## src/rtl/rss_pkg.sv

```systemverilog
package rss_pkg;

    // Tuple and hash geometry
    localparam int TUPLE_W      = 96;
    localparam int TUPLE_WORD_W = 32;
    localparam int TUPLE_WORDS  = TUPLE_W / TUPLE_WORD_W;
    localparam int HASH_W       = 32;

    // Key storage as seen by software
    localparam int KEY_WORD_W   = 16;
    localparam int KEY_WORDS    = 20;

    // Indirection table
    localparam int TBL_DEPTH    = 64;
    localparam int IDX_W        = $clog2(TBL_DEPTH);
    localparam int QUEUE_W      = 8;

    // Only hash bits [IDX_W-1:0] are consumed; they touch key bits KEY_LO..KEY_HI
    localparam int KEY_LO       = HASH_W - IDX_W;
    localparam int KEY_HI       = TUPLE_W + HASH_W - 2;
    localparam int KEPT_W       = KEY_HI - KEY_LO + 1;
    localparam int WORD_SPAN_W  = TUPLE_WORD_W + IDX_W - 1;

    // Configuration write map
    localparam int CFG_ADDR_W   = 8;
    localparam int CFG_DATA_W   = KEY_WORD_W;
    localparam int TBL_BASE     = 64;
    localparam int EN_ADDR      = TBL_BASE + TBL_DEPTH;

    typedef enum logic [1:0] {
        TGT_NONE,
        TGT_KEY,
        TGT_TBL,
        TGT_EN
    } cfg_tgt_e;

    typedef struct packed {
        logic                  we;
        logic [CFG_ADDR_W-1:0] addr;
        logic [CFG_DATA_W-1:0] data;
    } cfg_wr_t;

    typedef logic [KEPT_W-1:0] kept_key_t;

    function automatic cfg_tgt_e cfg_target(input logic [CFG_ADDR_W-1:0] addr);
        int a;
        a = int'(addr);
        if (a < KEY_WORDS)                             return TGT_KEY;
        if (a >= TBL_BASE && a < TBL_BASE + TBL_DEPTH) return TGT_TBL;
        if (a == EN_ADDR)                              return TGT_EN;
        return TGT_NONE;
    endfunction

    // Contribution of one 32-bit tuple word to the table index.
    // Index bit b gathers tuple bit p against kept key bit p+b.
    function automatic logic [IDX_W-1:0] word_fold(
        input logic [TUPLE_WORD_W-1:0] t,
        input logic [WORD_SPAN_W-1:0]  k
    );
        logic [IDX_W-1:0] r;
        r = '0;
        for (int p = 0; p < TUPLE_WORD_W; p++) begin
            for (int b = 0; b < IDX_W; b++) begin
                r[b] = r[b] ^ (t[p] & k[p+b]);
            end
        end
        return r;
    endfunction

endpackage

```

## src/rtl/rss_cfg_regs.sv

```systemverilog
module rss_cfg_regs
    import rss_pkg::*;
(
    input  logic               clk,
    input  logic               rst,
    input  cfg_wr_t            wr,
    output kept_key_t          key_bits,
    output logic               enable,
    output logic               tbl_we,
    output logic [IDX_W-1:0]   tbl_idx,
    output logic [QUEUE_W-1:0] tbl_data
);

    cfg_tgt_e tgt;
    assign tgt = cfg_target(wr.addr);

    // Kept bit q holds key bit KEY_HI-q; locate its word and data bit.
    always_ff @(posedge clk) begin
        if (rst) begin
            key_bits <= '0;
        end else if (wr.we && tgt == TGT_KEY) begin
            for (int q = 0; q < KEPT_W; q++) begin
                if (int'(wr.addr) == (KEY_HI - q) / KEY_WORD_W) begin
                    key_bits[q] <= wr.data[KEY_WORD_W - 1 - ((KEY_HI - q) % KEY_WORD_W)];
                end
            end
        end
    end

    always_ff @(posedge clk) begin
        if (rst) begin
            enable <= 1'b0;
        end else if (wr.we && tgt == TGT_EN) begin
            enable <= wr.data[0];
        end
    end

    // Table base is aligned to the depth, so the low address bits are the entry.
    assign tbl_we   = wr.we && (tgt == TGT_TBL);
    assign tbl_idx  = wr.addr[IDX_W-1:0];
    assign tbl_data = wr.data[QUEUE_W-1:0];

    assert_enable_write_R4: assert property (@(posedge clk) disable iff (rst)
        (wr.we && wr.addr == CFG_ADDR_W'(EN_ADDR)) |=> (enable == $past(wr.data[0])))
        else $error("enable bit did not take the written value");

endmodule

```

## src/rtl/rss_indir_table.sv

```systemverilog
module rss_indir_table
    import rss_pkg::*;
(
    input  logic               clk,
    input  logic               rst,
    input  logic               wr_en,
    input  logic [IDX_W-1:0]   wr_idx,
    input  logic [QUEUE_W-1:0] wr_data,
    input  logic [IDX_W-1:0]   rd_idx,
    output logic [QUEUE_W-1:0] rd_data
);

    logic [QUEUE_W-1:0] entry [TBL_DEPTH];

    always_ff @(posedge clk) begin
        if (rst) begin
            for (int i = 0; i < TBL_DEPTH; i++) begin
                entry[i] <= '0;
            end
        end else if (wr_en) begin
            entry[wr_idx] <= wr_data;
        end
    end

    assign rd_data = entry[rd_idx];

    assert_table_write_R4: assert property (@(posedge clk) disable iff (rst)
        wr_en |=> (entry[$past(wr_idx)] == $past(wr_data)))
        else $error("table entry did not take the written value");

endmodule

```

## src/rtl/rss_toeplitz_index.sv

```systemverilog
module rss_toeplitz_index
    import rss_pkg::*;
(
    input  logic [TUPLE_W-1:0] tuple,
    input  kept_key_t          key_bits,
    output logic [IDX_W-1:0]   idx
);

    logic [TUPLE_WORDS-1:0][IDX_W-1:0] part;

    for (genvar w = 0; w < TUPLE_WORDS; w++) begin : g_word
        assign part[w] = word_fold(tuple[w*TUPLE_WORD_W +: TUPLE_WORD_W],
                                   key_bits[w*TUPLE_WORD_W +: WORD_SPAN_W]);
    end

    always_comb begin
        idx = '0;
        for (int w = 0; w < TUPLE_WORDS; w++) begin
            idx = idx ^ part[w];
        end
    end

    always_comb begin
        if (tuple == '0) begin
            assert_zero_hash_R2: assert (idx == '0)
                else $error("zero tuple produced nonzero index");
        end
    end

endmodule

```

## src/rtl/rss_queue_select.sv

```systemverilog
module rss_queue_select
    import rss_pkg::*;
#(
    parameter int DATA_W = 512,
    parameter int META_W = 32
) (
    input  logic                  clk,
    input  logic                  rst,
    input  logic                  cfg_we,
    input  logic [CFG_ADDR_W-1:0] cfg_addr,
    input  logic [CFG_DATA_W-1:0] cfg_wdata,
    input  logic                  s_tvalid,
    output logic                  s_tready,
    input  logic [DATA_W-1:0]     s_tdata,
    input  logic [DATA_W/8-1:0]   s_tkeep,
    input  logic                  s_tlast,
    input  logic [TUPLE_W-1:0]    s_tuple,
    input  logic [META_W-1:0]     s_meta,
    output logic                  m_tvalid,
    input  logic                  m_tready,
    output logic [DATA_W-1:0]     m_tdata,
    output logic [DATA_W/8-1:0]   m_tkeep,
    output logic                  m_tlast,
    output logic [META_W-1:0]     m_meta
);

    localparam int KEEP_W = DATA_W / 8;

    typedef struct packed {
        logic [DATA_W-1:0] data;
        logic [KEEP_W-1:0] keep;
        logic              last;
        logic [META_W-1:0] meta;
    } beat_t;

    cfg_wr_t            cfg_wr;
    kept_key_t          key_bits;
    logic               rss_en;
    logic               tbl_we;
    logic [IDX_W-1:0]   tbl_widx;
    logic [QUEUE_W-1:0] tbl_wdata;
    logic [QUEUE_W-1:0] queue_sel;
    logic [IDX_W-1:0]   idx_now;

    beat_t            in_beat, s1_beat, s2_beat, s2_next;
    logic             s1_v, s2_v;
    logic [IDX_W-1:0] s1_idx;
    logic             adv1, adv2;

    assign cfg_wr  = '{we: cfg_we, addr: cfg_addr, data: cfg_wdata};
    assign in_beat = '{data: s_tdata, keep: s_tkeep, last: s_tlast, meta: s_meta};

    rss_cfg_regs u_cfg (
        .clk      (clk),
        .rst      (rst),
        .wr       (cfg_wr),
        .key_bits (key_bits),
        .enable   (rss_en),
        .tbl_we   (tbl_we),
        .tbl_idx  (tbl_widx),
        .tbl_data (tbl_wdata)
    );

    rss_toeplitz_index u_hash (
        .tuple    (s_tuple),
        .key_bits (key_bits),
        .idx      (idx_now)
    );

    rss_indir_table u_tbl (
        .clk     (clk),
        .rst     (rst),
        .wr_en   (tbl_we),
        .wr_idx  (tbl_widx),
        .wr_data (tbl_wdata),
        .rd_idx  (s1_idx),
        .rd_data (queue_sel)
    );

    // Stage advance: output moves when drained or empty, stage 1 also fills into a bubble.
    assign adv2     = m_tready || !s2_v;
    assign adv1     = adv2 || !s1_v;
    assign s_tready = adv1;

    always_ff @(posedge clk) begin
        if (rst) begin
            s1_v <= 1'b0;
            s2_v <= 1'b0;
        end else begin
            if (adv1) s1_v <= s_tvalid;
            if (adv2) s2_v <= s1_v;
        end
    end

    always_ff @(posedge clk) begin
        if (adv1 && s_tvalid) begin
            s1_beat <= in_beat;
            s1_idx  <= idx_now;
        end
    end

    always_comb begin
        s2_next = s1_beat;
        if (rss_en && s1_beat.last) begin
            s2_next.meta[QUEUE_W-1:0] = queue_sel;
        end
    end

    always_ff @(posedge clk) begin
        if (adv2 && s1_v) begin
            s2_beat <= s2_next;
        end
    end

    assign m_tvalid = s2_v;
    assign m_tdata  = s2_beat.data;
    assign m_tkeep  = s2_beat.keep;
    assign m_tlast  = s2_beat.last;
    assign m_meta   = s2_beat.meta;

    assert_ready_when_empty_R6: assert property (@(posedge clk) disable iff (rst)
        !m_tvalid |-> s_tready)
        else $error("input stalled while output empty");

    assert_stall_hold_R7: assert property (@(posedge clk) disable iff (rst)
        (m_tvalid && !m_tready) |=> (m_tvalid && $stable(m_tdata) && $stable(m_tkeep)
                                     && $stable(m_tlast) && $stable(m_meta)))
        else $error("output changed during stall");

    assert_fixed_latency_R8: assert property (@(posedge clk) disable iff (rst)
        (s_tvalid && s_tready) ##1 (m_tready || !m_tvalid) |=> m_tvalid)
        else $error("accepted beat missing after fixed delay");

endmodule

```

## config.mk

```make
export PLATFORM = sky130hd
export DESIGN_NAME = rss_queue_select
export DESIGN_NICKNAME = d
export VERILOG_FILES = /design/src/rtl/rss_pkg.sv /design/src/rtl/rss_cfg_regs.sv /design/src/rtl/rss_indir_table.sv /design/src/rtl/rss_toeplitz_index.sv /design/src/rtl/rss_queue_select.sv
export SDC_FILE = /design/constraint.sdc
export NUM_CORES = 2
export LEC_CHECK = 0
export CORE_AREA = 2 2 528 530
export CTS_CLUSTER_DIAMETER = 120
export DETAILED_ROUTE_END_ITERATION = 12
export DIE_AREA = 0 0 530 532
export MAX_ROUTING_LAYER = met4
export PLACE_DENSITY_LB_ADDON = 0.12
export SLEW_MARGIN = 20
export SYNTH_ARGS = -nofsm -noshare
export SYNTH_HDL_FRONTEND = slang
export SYNTH_SLANG_ARGS = --single-unit
```

## constraint.sdc

```tcl
create_clock -name clk -period 74.2 [get_ports clk]
set_input_delay 14.84 -clock clk [delete_from_list [all_inputs] [get_ports clk]]
set_output_delay 14.84 -clock clk [all_outputs]
set_load 0.1 [all_outputs]
```

* Word level (Yosys, flattened, before mapping)
Memory sizes are Yosys's and may differ from the RTL's. A register that Yosys moved wholly into a read port is not among the register bits.
Cells that the tools add are included.
** Operators by class
- $add $sub $neg :: 0
- $mul :: 0
- Div/mod/pow operators :: 0
- Magnitude comparators :: 3
- Eq/ne operators :: 11
- Shifts and indexed selects :: 0
- Multiplexer cells :: 22
- Bitwise logic cells :: 1136
- Reduce and logical (&&, ||, !) cells :: 19
** Operator list (number)
- bitwise AND 1 bit :: 576
- XOR 1 bit :: 558
- equality test 8 x 4 -> 1 bit, second input constant :: 4
- equality test 8 x 3 -> 1 bit, second input constant :: 2
- two-way mux 8 bit :: 2
- AND reduction 2 bit :: 7
- two-way mux 1 bit :: 12
- two-way mux 2 bit :: 6
- two-way mux 6 bit :: 2
- XOR 6 bit :: 2
- equality test 8 x 2 -> 1 bit, second input constant :: 1
- equality test 8 bit, second input constant :: 1
- greater-or-equal comparator 8 x 7 -> 1 bit, second input constant :: 1
- less-than comparator 8 x 5 -> 1 bit, second input constant :: 1
- less-than comparator 8 bit, second input constant :: 1
- OR reduction 8 bit :: 1
- logical AND 1 bit :: 7
- equality test 2 bit, second input constant :: 2
- equality test 2 x 1 -> 1 bit, second input constant :: 1
- zero test 1 bit :: 2
- logical OR 1 bit :: 2
** Word-level totals
- Flip-flop bits (word level) :: 1328
- Latch bits :: 0
- Memory bits (writable) :: 512
- Memory bits (read-only) :: 0
- Bits of input ports :: 734
- Output and inout bits :: 611
- Logic and storage cells :: 1211
- Memories kept :: 1
** Memories
- u_tbl.entry :: words 64, bits a word 8, rd ports 1, clocked after memory_dff 1, wr ports 64, line rss_indir_table.sv:13 : logic [QUEUE_W-1:0] entry [TBL_DEPTH];

* Logic depth before layout (Yosys ltp)
- Depth in word-level cells :: 35
- Depth in mapped cells :: 10
- Depth with buffers taken out :: 8

* Modules after synthesis
From an unflattened synthesis, not the netlist that was laid out.
** Second synthesis, totals
- Cell total of the unflattened synthesis :: 4316
- Area total of the unflattened synthesis :: 72092.9 µm²
** By module, submodules not included
- rss_queue_select :: times used 1, cells an instance 1243, area an instance 36935.4 µm², seq. area each 36795.3 µm²
- rss_indir_table :: times used 1, cells an instance 1560, area an instance 23790.3 µm², seq. area each 15374.7 µm²
- rss_toeplitz_index :: times used 1, cells an instance 1137, area an instance 7209.4 µm², seq. area each 0.0 µm²
- rss_cfg_regs :: times used 1, cells an instance 376, area an instance 4157.7 µm², seq. area each 2042.0 µm²

* Worst setup path before layout
OpenSTA, ideal clock, no wires.
- Path type :: input-to-reg
- From :: input port m_tready
- To :: register s2_beat (netlist bit m_meta[0]) (enable)
- Library setup time :: 1.669 ns
- Arrival :: 41.689 ns
- Data required time :: 72.531 ns
- Setup slack :: 30.842 ns
- Stages on the path :: 2
- Buffers on the path :: 0
- Cells stage by stage :: nor2b_1 -> nor2b_1
** On the way
- Word-level cells in the longest chain between the ends :: 2
** RTL lines
- from (decl) :: line rss_queue_select.sv:20 : input logic m_tready,
- logical OR 1 bit :: line rss_queue_select.sv:81 : assign adv2 = m_tready || !s2_v;
- logical AND 1 bit :: line rss_queue_select.sv:110 : if (adv2 && s1_v) begin
- to (signal assigned) :: line rss_queue_select.sv:111 : s2_beat <= s2_next;
- to (decl) :: line rss_queue_select.sv:45 : beat_t in_beat, s1_beat, s2_beat, s2_next;
Every way passes these cells.
A chain may end at the register's enable or synchronous reset.

* Worst setup path after layout
- From :: input port m_tready
- To :: output port s_tready
** On the way
- Word-level cells in the longest chain between the ends :: 2
** RTL lines
- logical OR 1 bit :: line rss_queue_select.sv:81
- logical OR 1 bit :: line rss_queue_select.sv:82 : assign adv1 = adv2 || !s1_v;
- to (decl) :: line rss_queue_select.sv:13 : output logic s_tready,
Every way passes these cells.

==> reports/metrics.yaml <==
logic_synthesis:
  synth_seq_area_share: 0.762
  syn_nets: 5107
  avgSynthCellArea_sq_um: 16.3
  synthTopCellsByCount: "1,736 x edfxtp_1, 786 x nand2_1, 513 x and2_1"
  yosysTopAreaCell: "edfxtp_1"
  synthTopCellsByArea: "edfxtp_1 73%, xnor2_1 5.0%, and2_1 4.5%"
  synth_top_area_frac: 0.731
  synthMostInstantiatedCell: "edfxtp_1"
  synthFlopType: "edfxtp_1"
  synth_cells: 4373
  ys_ff_latch: 1846
  ys_warn_count: 0
  syn-cell-area_sq_um: 71300
  async_reset_ff_frac: 0
  synth_cell_types: 33
  synth_edf_count: 1736
sta:
  fmax_ghz: 0.0310
  slew_violations: 0
  period_needed_ns: 32.24
  finClkSkew_ns: 0.0634
  timing.final.ws_setup_ns: 41.96
  worst_pin_slew_ns: 1.24
  fin_crit_sh: 0.434
  finalHoldViolCount: 0
  tns_ns: 0
  slew_headroom: 0.170
  rsz0062_at_grt: "no"
  setup_viol: 0
grt:
  grt_util_met1: 0.252
  grt_max_degree: 152
  grt_busiest_layer: "met2"
  grt_use_met3: 0.0614
  grt_pass1_vias: 43538
  antenna_found_initial: 123
  grt_pass1_wl_microns: 385000
  grtUsageMet2: 0.330
  overflow: 0
  grt_usage: 0.206
placed_design:
  dp_slack_ns: 41.92
  io_buffers: 1344
  gp_congestion: 0.913
  dpl.hpwl_microns: 211000
clock_tree:
  cts-buffers-inserted: 214
  clock_sinks: 1846
  cts_root_buffer: "clkbuf_16"
  clockBufferDepth: 4
  cts_max_level: 4
  clkLatencyLatePin_ns: 0.89
  clkSlewWorstSetupHoldPaths_ns: 0.06
  cts-resized-gates: 0
  cts_hold_buf: 0
  cts_tree: "yes"
  post-cts-setup-buffers: 0
route:
  drc: 0
  wl_per_cell_microns: 29.4
  drtAntennaViolNets: 0
  dr_total_vias: 42611
  drt_pass1_iterations: 5
  drt_iter0_drc: 3973
  wirelength_microns: 288000
  viasPerCell: 4.36
min_path:
  holdPathEnd: "m_tkeep[45]"
  hold_path_startpoint: "s1_beat[78]"
  whs_path_depth: 0
  hold_class: "reg -> reg"
worst_setup_path:
  worst_setup_path_end_kind: "primary output"
  required_ns: 59.36
  r2r_end: "m_tdata[479]"
  crit_type: "in -> out"
  rr_startpoint: "m_tvalid"
  r2r_cells: 8
  start_kind: "input pin"
  critPathArrivalTime_ns: 17.40
  critPathMaxFanout: 4
  r2r_slack_ns: 67.47
power_and_ir_drop:
  clockPowerShare: 0.406
  swShare: 0.257
  power.leakage_uw: 0.0311
  p_sw_uw: 641
  p_comb_frac: 0.108
  pwr-share-seq: 0.486
  intPower_uw: 1850
  power_density_nw_per_um2: 26.0
  vdd.ir_drop.worst_mv: 0.0230
floorplan:
  rows: 193
  die_area_sq_um: 282000
  ioPinCount: 1345
  start_util: 0.259
  dieWidth_microns: 530
  core_sq_um: 276000
  fp.dieH_microns: 532
final_layout:
  finalNetCount: 6578
  area_growth_pct: 34.4
  drive_gt1_frac: 0.102
flow_run:
  cap_violations: 0
run_status:
  run_status: "completed"
## cells by family (layout without fill, tap and decap cells)
group | after synthesis | after routing | share of synthesized area
xor gates and xnor gates | 556 | 556 | 0.0710
other | 0 | 62 | 0
buffers and inverters | 147 | 1789 | 0.00790
muxes | 141 | 141 | 0.0424
and+or+nand+nor | 1491 | 1491 | 0.100
DFF | 1846 | 1846 | 0.762
AOI/OAI and AO/OA | 192 | 192 | 0.0164
## sequential cells by signal, summed over array words and instances, names as in the netlist, named ones only
name and cells:
s1_beat 609, m_tdata 512, u_tbl.entry 512, u_cfg.key_bits 101
m_tkeep 64, m_meta 32, s1_idx 6, m_tlast 1
m_tvalid 1, s1_v 1, u_cfg.enable 1
## power by group through the flow
| stage | logic [uW] | clock network (uW) | registers [uW] |
|---|---|---|---|
| 2_1_floorplan | 50.7 | 0 | 1360 |
| 3_3_place_gp | 272 | 0 | 1230 |
| 3_5_place_dp | 272 | 0 | 1230 |
| 4_1_cts | 272 | 1040 | 1210 |
| 5_1_grt | 278 | 1080 | 1220 |
| 6_report | 269 | 1010 | 1210 |
## cells in the final DEF, fill, tap and decap left out, types with 4 or more instances in the layout
master              n
a21oi_1           112
a221oi_1           16
a22o_1             16
a22oi_1            32
and2_1            513
buf_2              23
buf_4              92
bufinv_16          12
clkbuf_1           58
clkbuf_16         216
clkdlybuf4s50_1  1281
clkinv_1           51
clkinv_2           28
dfxtp_1           108
diode_2            62
edfxtp_1         1736
inv_6               6
mux2_2              5
mux2i_1             7
mux4_2            128
nand2_1           786
nand2b_1            5
nand3b_1            4
nor2_1             78
nor3_1             14
o21ai_0             8
o22ai_1             8
or2_2              75
xnor2_1           410
xnor3_1            14
xor2_1            132
## final cells by class
cell class | instances | area, sq um
clock buffers | 278 | 5660
repair buffers | 1401 | 13700
multi-input cells | 2380 | 16400
diodes | 62 | 155
well taps | 3705 | 4640
flip-flops and latches | 1846 | 54300
inverters | 1 | 11.3
fillers | 26684 | 180000
clock inverters | 109 | 927
## metrics by stage
stage                      util  power, uW  area, sq um  hold slack (ns)  cells
final                     0.348       2490        95900            0.384   9782
after global routing      0.347       2580        95800            0.397   9758
after CTS                 0.347       2530        95700            0.381   9720
after detailed placement  0.323       1510        89100            0.405   9333
after global placement    0.323       1500        89200            0.400   9333
after floorplan               -       1410        71300            0.400   4373
## critical path: stages
cell and delay, ns:
clkdlybuf4s50_1 0.63, nor2b_1 0.62, nand2_1 0.26, clkdlybuf4s50_1 1.03
## worst max path at each step
stage | startpoint | endpoint | cells after the start
floorplan | m_tready | m_meta[0] | 2
global placement | m_tready | s_tready | 4
detailed placement | m_tready | s_tready | 4
CTS | m_tready | s_tready | 4
global route | m_tready | s_tready | 4
finish | m_tready | s_tready | 4
## per-layer routing
metal	vias to the layer above	share of wire	routed length, microns
li1	18762	-	-
met1	21648	0.41	117000
met2	1756	0.48	138000
met3	445	0.085	24500
met4	0	0.027	7850
met5	-	0	0
(Power assumes the default switching activity.)
